$ cat src/rtl/rx_err_fifo.sv
module rx_err_fifo #(
  parameter int DEPTH = 64,
  parameter int DW    = 8
) (
  input  logic          clk,
  input  logic          rst_n,
  input  logic          wr_en,
  input  logic [DW-1:0] wr_data,
  input  logic          wr_brk,
  input  logic          wr_frm,
  input  logic          wr_par,
  input  logic          rd_en,
  input  logic          lsr_rd,
  output logic [DW-1:0] head_data,
  output logic          head_brk,
  output logic          head_frm,
  output logic          head_par,
  output logic          data_ready,
  output logic          any_err,
  output logic          overrun
);
  localparam int AW = (DEPTH > 1) ? $clog2(DEPTH) : 1;
  localparam int CW = $clog2(DEPTH + 1);
  localparam int EW = DW + 3;

  logic [EW-1:0] mem [DEPTH];
  logic [AW-1:0] wptr, rptr;
  logic [CW-1:0] count, err_cnt;

  wire full    = (count == CW'(DEPTH));
  wire empty   = (count == '0);
  wire do_wr   = wr_en & ~full;
  wire do_rd   = rd_en & ~empty;
  wire wr_err  = wr_brk | wr_frm | wr_par;
  wire [EW-1:0] head = mem[rptr];
  wire head_err = |head[2:0];

  function automatic logic [AW-1:0] bump(input logic [AW-1:0] p);
    return (p == AW'(DEPTH - 1)) ? '0 : p + 1'b1;
  endfunction

  always_ff @(posedge clk)
    if (do_wr) mem[wptr] <= {wr_data, wr_brk, wr_frm, wr_par};

  always_ff @(posedge clk or negedge rst_n) begin
    if (!rst_n) begin
      wptr    <= '0;
      rptr    <= '0;
      count   <= '0;
      err_cnt <= '0;
      overrun <= 1'b0;
    end else begin
      if (do_wr) wptr <= bump(wptr);
      if (do_rd) rptr <= bump(rptr);
      count   <= count + CW'(do_wr) - CW'(do_rd);
      err_cnt <= err_cnt + CW'(do_wr & wr_err) - CW'(do_rd & head_err);
      if (wr_en && full) overrun <= 1'b1;
      else if (lsr_rd)   overrun <= 1'b0;
    end
  end

  assign data_ready = ~empty;
  assign any_err    = (err_cnt != '0);
  assign head_data  = empty ? '0 : head[EW-1:3];
  assign head_brk   = ~empty & head[2];
  assign head_frm   = ~empty & head[1];
  assign head_par   = ~empty & head[0];
endmodule


$ cat config.mk
export PLATFORM = sky130hd
export DESIGN_NAME = rx_err_fifo
export DESIGN_NICKNAME = d
export VERILOG_FILES = /design/src/rtl/rx_err_fifo.sv
export SDC_FILE = /design/constraint.sdc
export NUM_CORES = 1
export LEC_CHECK = 0
export ABC_AREA = 1
export BUFFER_PORTS_ARGS = -buffer_cell sky130_fd_sc_hd__buf_2
export CAP_MARGIN = 5
export CORE_UTILIZATION = 25
export DETAILED_ROUTE_END_ITERATION = 8
export PLACE_DENSITY = 0.42
export SKIP_LAST_GASP = 1
export SLEW_MARGIN = 20
export SYNTH_ARGS = -nofsm -noshare
export SYNTH_HDL_FRONTEND = slang
export SYNTH_SLANG_ARGS = --single-unit
$ cat constraint.sdc
create_clock -name clk -period 4.1 [get_ports clk]
set_input_delay 0.82 -clock clk [delete_from_list [all_inputs] [get_ports clk]]
set_output_delay 0.82 -clock clk [all_outputs]
set_load 0.01 [all_outputs]
Word-level counts from Yosys, hierarchy flattened
Memory sizes are Yosys's and may differ from the RTL's.
Cells that the tools add are included.
{"block": "totals", "reg_bits": 27, "latch_bits": 0, "mem_bits_rw": 704, "rom_bits": 0, "inputBits": 16, "output_inout_bits": 14, "n_memories": 1}
{"name": "mem", "words": 64, "width": 11, "read_ports": 1, "rd_clocked_by_memory_dff": 0, "write_ports": 1, "line_no": "26", "source": "logic [EW-1:0] mem [DEPTH];"}
{"block": "op_classes", "n_addsub": 6, "n_mul": 0, "div_mod_pow": 0, "order_cmp": 0, "eq_ne": 3, "shift": 0, "muxes": 7, "n_bitwise": 11, "reduce_logical": 5}
{"operator": "7-bit by 1-bit adder with 7-bit output", "count": 2}
{"operator": "7-bit by 1-bit subtractor with 7-bit output", "count": 2}
{"operator": "6-bit by 1-bit adder with 6-bit output (second input constant)", "count": 2}
{"operator": "6-bit equality test (second input constant)", "count": 2}
{"operator": "6-bit two-way mux", "count": 2}
{"operator": "8-bit two-way mux", "count": 1}
{"operator": "1-bit AND", "count": 7}
{"operator": "7-bit equality test (second input constant)", "count": 1}
{"operator": "7-bit zero test", "count": 1}
{"operator": "7-bit nonzero test", "count": 1}
{"operator": "1-bit two-way mux", "count": 4}
{"operator": "3-bit OR reduction", "count": 1}
{"operator": "1-bit inverter", "count": 2}
{"operator": "1-bit OR", "count": 2}
{"operator": "2-bit nonzero test", "count": 1}
{"operator": "1-bit logical AND", "count": 1}

Longest topological paths before layout
{"block": "depth", "word_depth": 6, "depth_mapped": 27, "mapped_depth_nobuf": 25}

Least setup slack after synthesis
Ideal clock, no wire load.
{"block": "synth_timing", "path_type": "register to register", "start": "reg rptr[0]", "end": "reg err_cnt[6]", "setup_time_ps": 126, "t_arrival_ps": 3061, "required_ps": 3974, "setup_slack_ps": 913, "stages_incl_launch_ff": 26, "synth_period_minus_slack_ps": 3187, "cell_sequence": "dfrtp_1 > buf_4 > buf_6 > buf_2 > nor2_1 > nor2_1 > o21ai_0 > nand3_1 > nand3_1 > nand2_1 > nand2_1 > nand2_1 > nor2_1 > nand3_1 > nand2_1 > inv_1 > ha_1 > inv_1 > ha_1 > inv_1 > fa_1 > o21ai_0 > nand2_1 > a21oi_1 > nor2_1 > xor2_1"}
{"block": "synth_between", "elab_chain_len": 4}
{"item": "start, declared", "line_no": "27", "source": "logic [AW-1:0] wptr, rptr;"}
{"item": "start signal, assigned", "line_no": "54", "source": "if (do_rd) rptr <= bump(rptr);"}
{"item": "memory read 64 x 11 bit"}
{"item": "3-bit OR reduction", "line_no": "36", "source": "wire head_err = |head[2:0];"}
{"item": "1-bit AND", "line_no": "56", "source": "err_cnt <= err_cnt + CW'(do_wr & wr_err) - CW'(do_rd & head_err);"}
{"item": "7-bit by 1-bit subtractor with 7-bit output", "line_no": "56"}
{"item": "end signal, assigned", "line_no": "56"}
{"item": "end, declared", "line_no": "28", "source": "logic [CW-1:0] count, err_cnt;"}
No other way between the ends.
A chain may end at the register's enable or synchronous reset.

Worst setup path in the final report
{"block": "layout_timing", "start": "reg rptr[0]", "end": "out head_data[2]"}
{"block": "layout_between", "elab_chain_len": 2}
{"item": "memory read 64 x 11 bit"}
{"item": "8-bit two-way mux", "line_no": "64", "source": "assign head_data = empty ? '0 : head[EW-1:3];"}
{"item": "end, declared", "line_no": "14", "source": "output logic [DW-1:0] head_data,"}
No other way between the ends.

==> impl_metrics.py <==
metrics = {
    "run_status": {
        "outcome": "completed",
    },
    "synthesis": {
        "syn_inst": 2533,
        "synth_area_leaders": "edfxtp_1 70%, nor2_1 5.7%, nand2_1 5.1%",
        "synthDistinctLibCells": 34,
        "synth-seq-area-share": 0.722,
        "yosys.area.top_type_share": 0.700,
        "syn_area_um2": 30200,
        "synth_top_family_by_area": "simple AND/OR/NAND/NOR gates",
        "synthFlopType": "edfxtp_1",
        "synth-compound-area-share": 0.0829,
        "yosys.area_share.adder": 0.00961,
        "synth_edf_count": 704,
        "yosysTopAreaCell": "edfxtp_1",
        "synth.most_common_cell": "edfxtp_1",
        "synthXorXnorAreaFrac": 0.00464,
        "syn_avg_cell_area_um2": 11.9,
        "syn_nets": 2571,
        "synthSimpleGateAreaFrac": 0.138,
        "synth_mux_area_frac": 0,
        "yosys_warnings": 0,
        "ys_top_cells_by_count": "704 x edfxtp_1, 457 x nor2_1, 409 x nand2_1",
        "async_reset_ff_frac": 0.0369,
        "ys_ff_latch": 731,
    },
    "timing": {
        "fin_crit_ns": 4.02,
        "finalCritPeriodShare": 0.980,
        "fmax_mhz": 249,
        "setup_viol_count_final": 0,
        "tightest_slew_ns": 1.00,
        "rsz0062_at_grt": "yes",
        "slew_headroom": 0.330,
        "skew_ns": 0.0204,
        "hold_viol": 0,
        "slew_violations": 0,
    },
    "clock_network": {
        "cts-htree-levels": 3,
        "cts_hold_buf": 0,
        "clock-sinks": 731,
        "cts_max_path_buffers": 3,
        "cts_made_buffers": 82,
        "clock-root-buffer": "clkbuf_16",
        "clock_latency_ns": 0.64,
        "cts_tree": "built",
        "clk_pin_slew_ns": 0.06,
    },
    "drt": {
        "route.detailed.wl_per_inst_um": 21.4,
        "drt_pre_antenna_iters": 5,
        "avgViaCountPerCell": 4.57,
        "top_layer": "met5",
        "wirelength_mm": 93.3,
        "vias": 20000,
        "met1_length_mm": 42.7,
        "wl_met2_mm": 44.0,
        "drc": 0,
        "drtIter0Drc": 1664,
        "met3_length_mm": 4.10,
        "ant_nets": 0,
    },
    "grt": {
        "grt_pass1_vias": 19600,
        "grt_usage": 0.148,
        "grt_overflow": 0,
        "grt_pass1_wl_mm": 134,
        "antenna_found_initial": 7,
        "grt_max_degree": 81,
    },
    "floorplan": {
        "die_area_um2": 122000,
        "die_w_um": 350,
        "std_cell_rows": 127,
        "start_util": 0.252,
        "die_h_um": 350,
        "ios": 30,
        "core_region_area_um2": 120000,
    },
    "place": {
        "portBuffers": 29,
        "placed_cells": 4197,
        "place_hpwl_mm": 56.0,
        "gp_congestion": 0.862,
    },
    "finish": {
        "fin_nets": 2728,
        "num-fill-cells": 12200,
        "drive_above_1_share": 0.141,
        "areaGrowthSynthToFinish_pct": 20.7,
        "utilization": 0.304,
        "register_area_um2": 21800,
        "final-instance-count-excl-fill": 4367,
        "multi_input_area_um2": 7250,
    },
    "worst_setup_path": {
        "slowest_stage": "dfrtp_4",
        "critPathRequiredTime_ns": 3.28,
        "cp.arrival_ns": 3.20,
        "cp_num_buf_inv": 4,
        "cp_max_fo": 30,
        "crit_family": "simple AND/OR/NAND/NOR gates",
        "max_stage_delay_ns": 0.52,
        "endpoint_kind": "output port",
        "path_cells": "buf_4 -> buf_4 -> clkbuf_16 -> o21ai_0 -> o211ai_1 -> nand3_1 -> nand3_2 -> nand2_1 -> nand2_1 -> nor2_1 -> nor2_2 -> buf_2",
        "crit_path_start_kind": "flop",
        "path_class": "reg -> out",
    },
    "run": {
        "maxCapViolations": 0,
    },
    "power": {
        "power_density_nw_per_um2": 683,
        "p_leak_nw": 12.8,
        "ir_drop_uv": 286,
    },
    "min_path": {
        "hp-class": "in -> async",
    },
}
-- timing repair --
| action | in CTS | in global routing |
|---|---|---|
| endpoints found under the hold margin | 0 | 0 |
| cloned | 3 | 7 |
| pin swaps | 2 | 6 |
| buffers inserted | 2 | 9 |
| resized for setup | 38 | 36 |
| setup endpoints to repair | 9 | 14 |
-- cell usage in the layout (no fill, tap or decap), drive strengths merged, types with 3 or more instances in the layout --
cell type	instances
xor2	12
buf	208
xnor2	4
o211ai	52
dfrtp	27
clkbuf	109
o21ai	299
nand4	7
o22ai	64
inv	124
nor2	457
nand2	409
ha	20
o221ai	6
clkinvlp	3
nand3	152
bufinv	11
edfxtp	704
or2	9
a21oi	28
clkinv	37
-- power breakdown --
group	switching [mW]	internal [mW]	leakage (nW)	total [mW]
clock network	3.01	4.52	1.34	7.54
registers	0.217	8.57	6.65	8.79
logic	5.73	2.83	4.85	8.56
-- kinds of logic after synthesis --
kind of cell             after synthesis
buffers and inverters                273
adder cells (fa/ha/maj)               22
AND/OR/NAND/NOR                     1039
flip-flops                           731
XOR/XNOR                              16
AO/OA/AOI/OAI                        452
-- worst paths after layout --
check	start	end	slack [ns]	cells after the start
setup / recovery	rptr[0]	head_data[2]	0.08	12
hold reg to reg	count[0]	count[0]	0.52	1
setup reg to reg	rptr[0]	err_cnt[6]	0.16	25
max in group asynchronous	rst_n	rptr[1]	3.31	1
hold / removal	rst_n	err_cnt[2]	0.24	1
min in group clk	lsr_rd	overrun	0.41	2
-- registers in the layout, indices dropped and copies added (netlist names) --
name,flops
mem,704
overrun,1
rptr,6
err_cnt,7
count,7
wptr,6
-- routing by layer --
metal	up-vias	global-route usage
li1	9257	-
met2	512	0.241
met5	-	0
met4	2	0.0456
met1	10100	0.205
met3	107	0.0207
-- stage by stage --
stage	power, mW	area [um2]	hold slack [ns]	TNS (ns)	setup slack [ns]
5_1_grt	26.2	36400	0.278	-0.222	-0.0900
3_5_place_dp	16.8	33000	0.511	0	0.185
4_1_cts	24.7	36000	0.230	-0.130	-0.0454
2_1_floorplan	13.4	30200	0.479	0	0.913
6_report	24.9	36400	0.241	0	0.0817
3_3_place_gp	16.8	33000	0.502	0	0.191
-- layout make-up --
cell class | count | share of cell area
timing repair inverter | 1 | 0.000240
antenna | 1 | 0.0000687
inverter | 128 | 0.0137
multi-input combinational | 1529 | 0.199
clock inverter | 46 | 0.0141
sequential | 731 | 0.599
timing repair buffer | 217 | 0.0575
clock buffer | 102 | 0.0609
tap | 1612 | 0.0554
No activity file was read; power rests on OpenSTA's default activity.
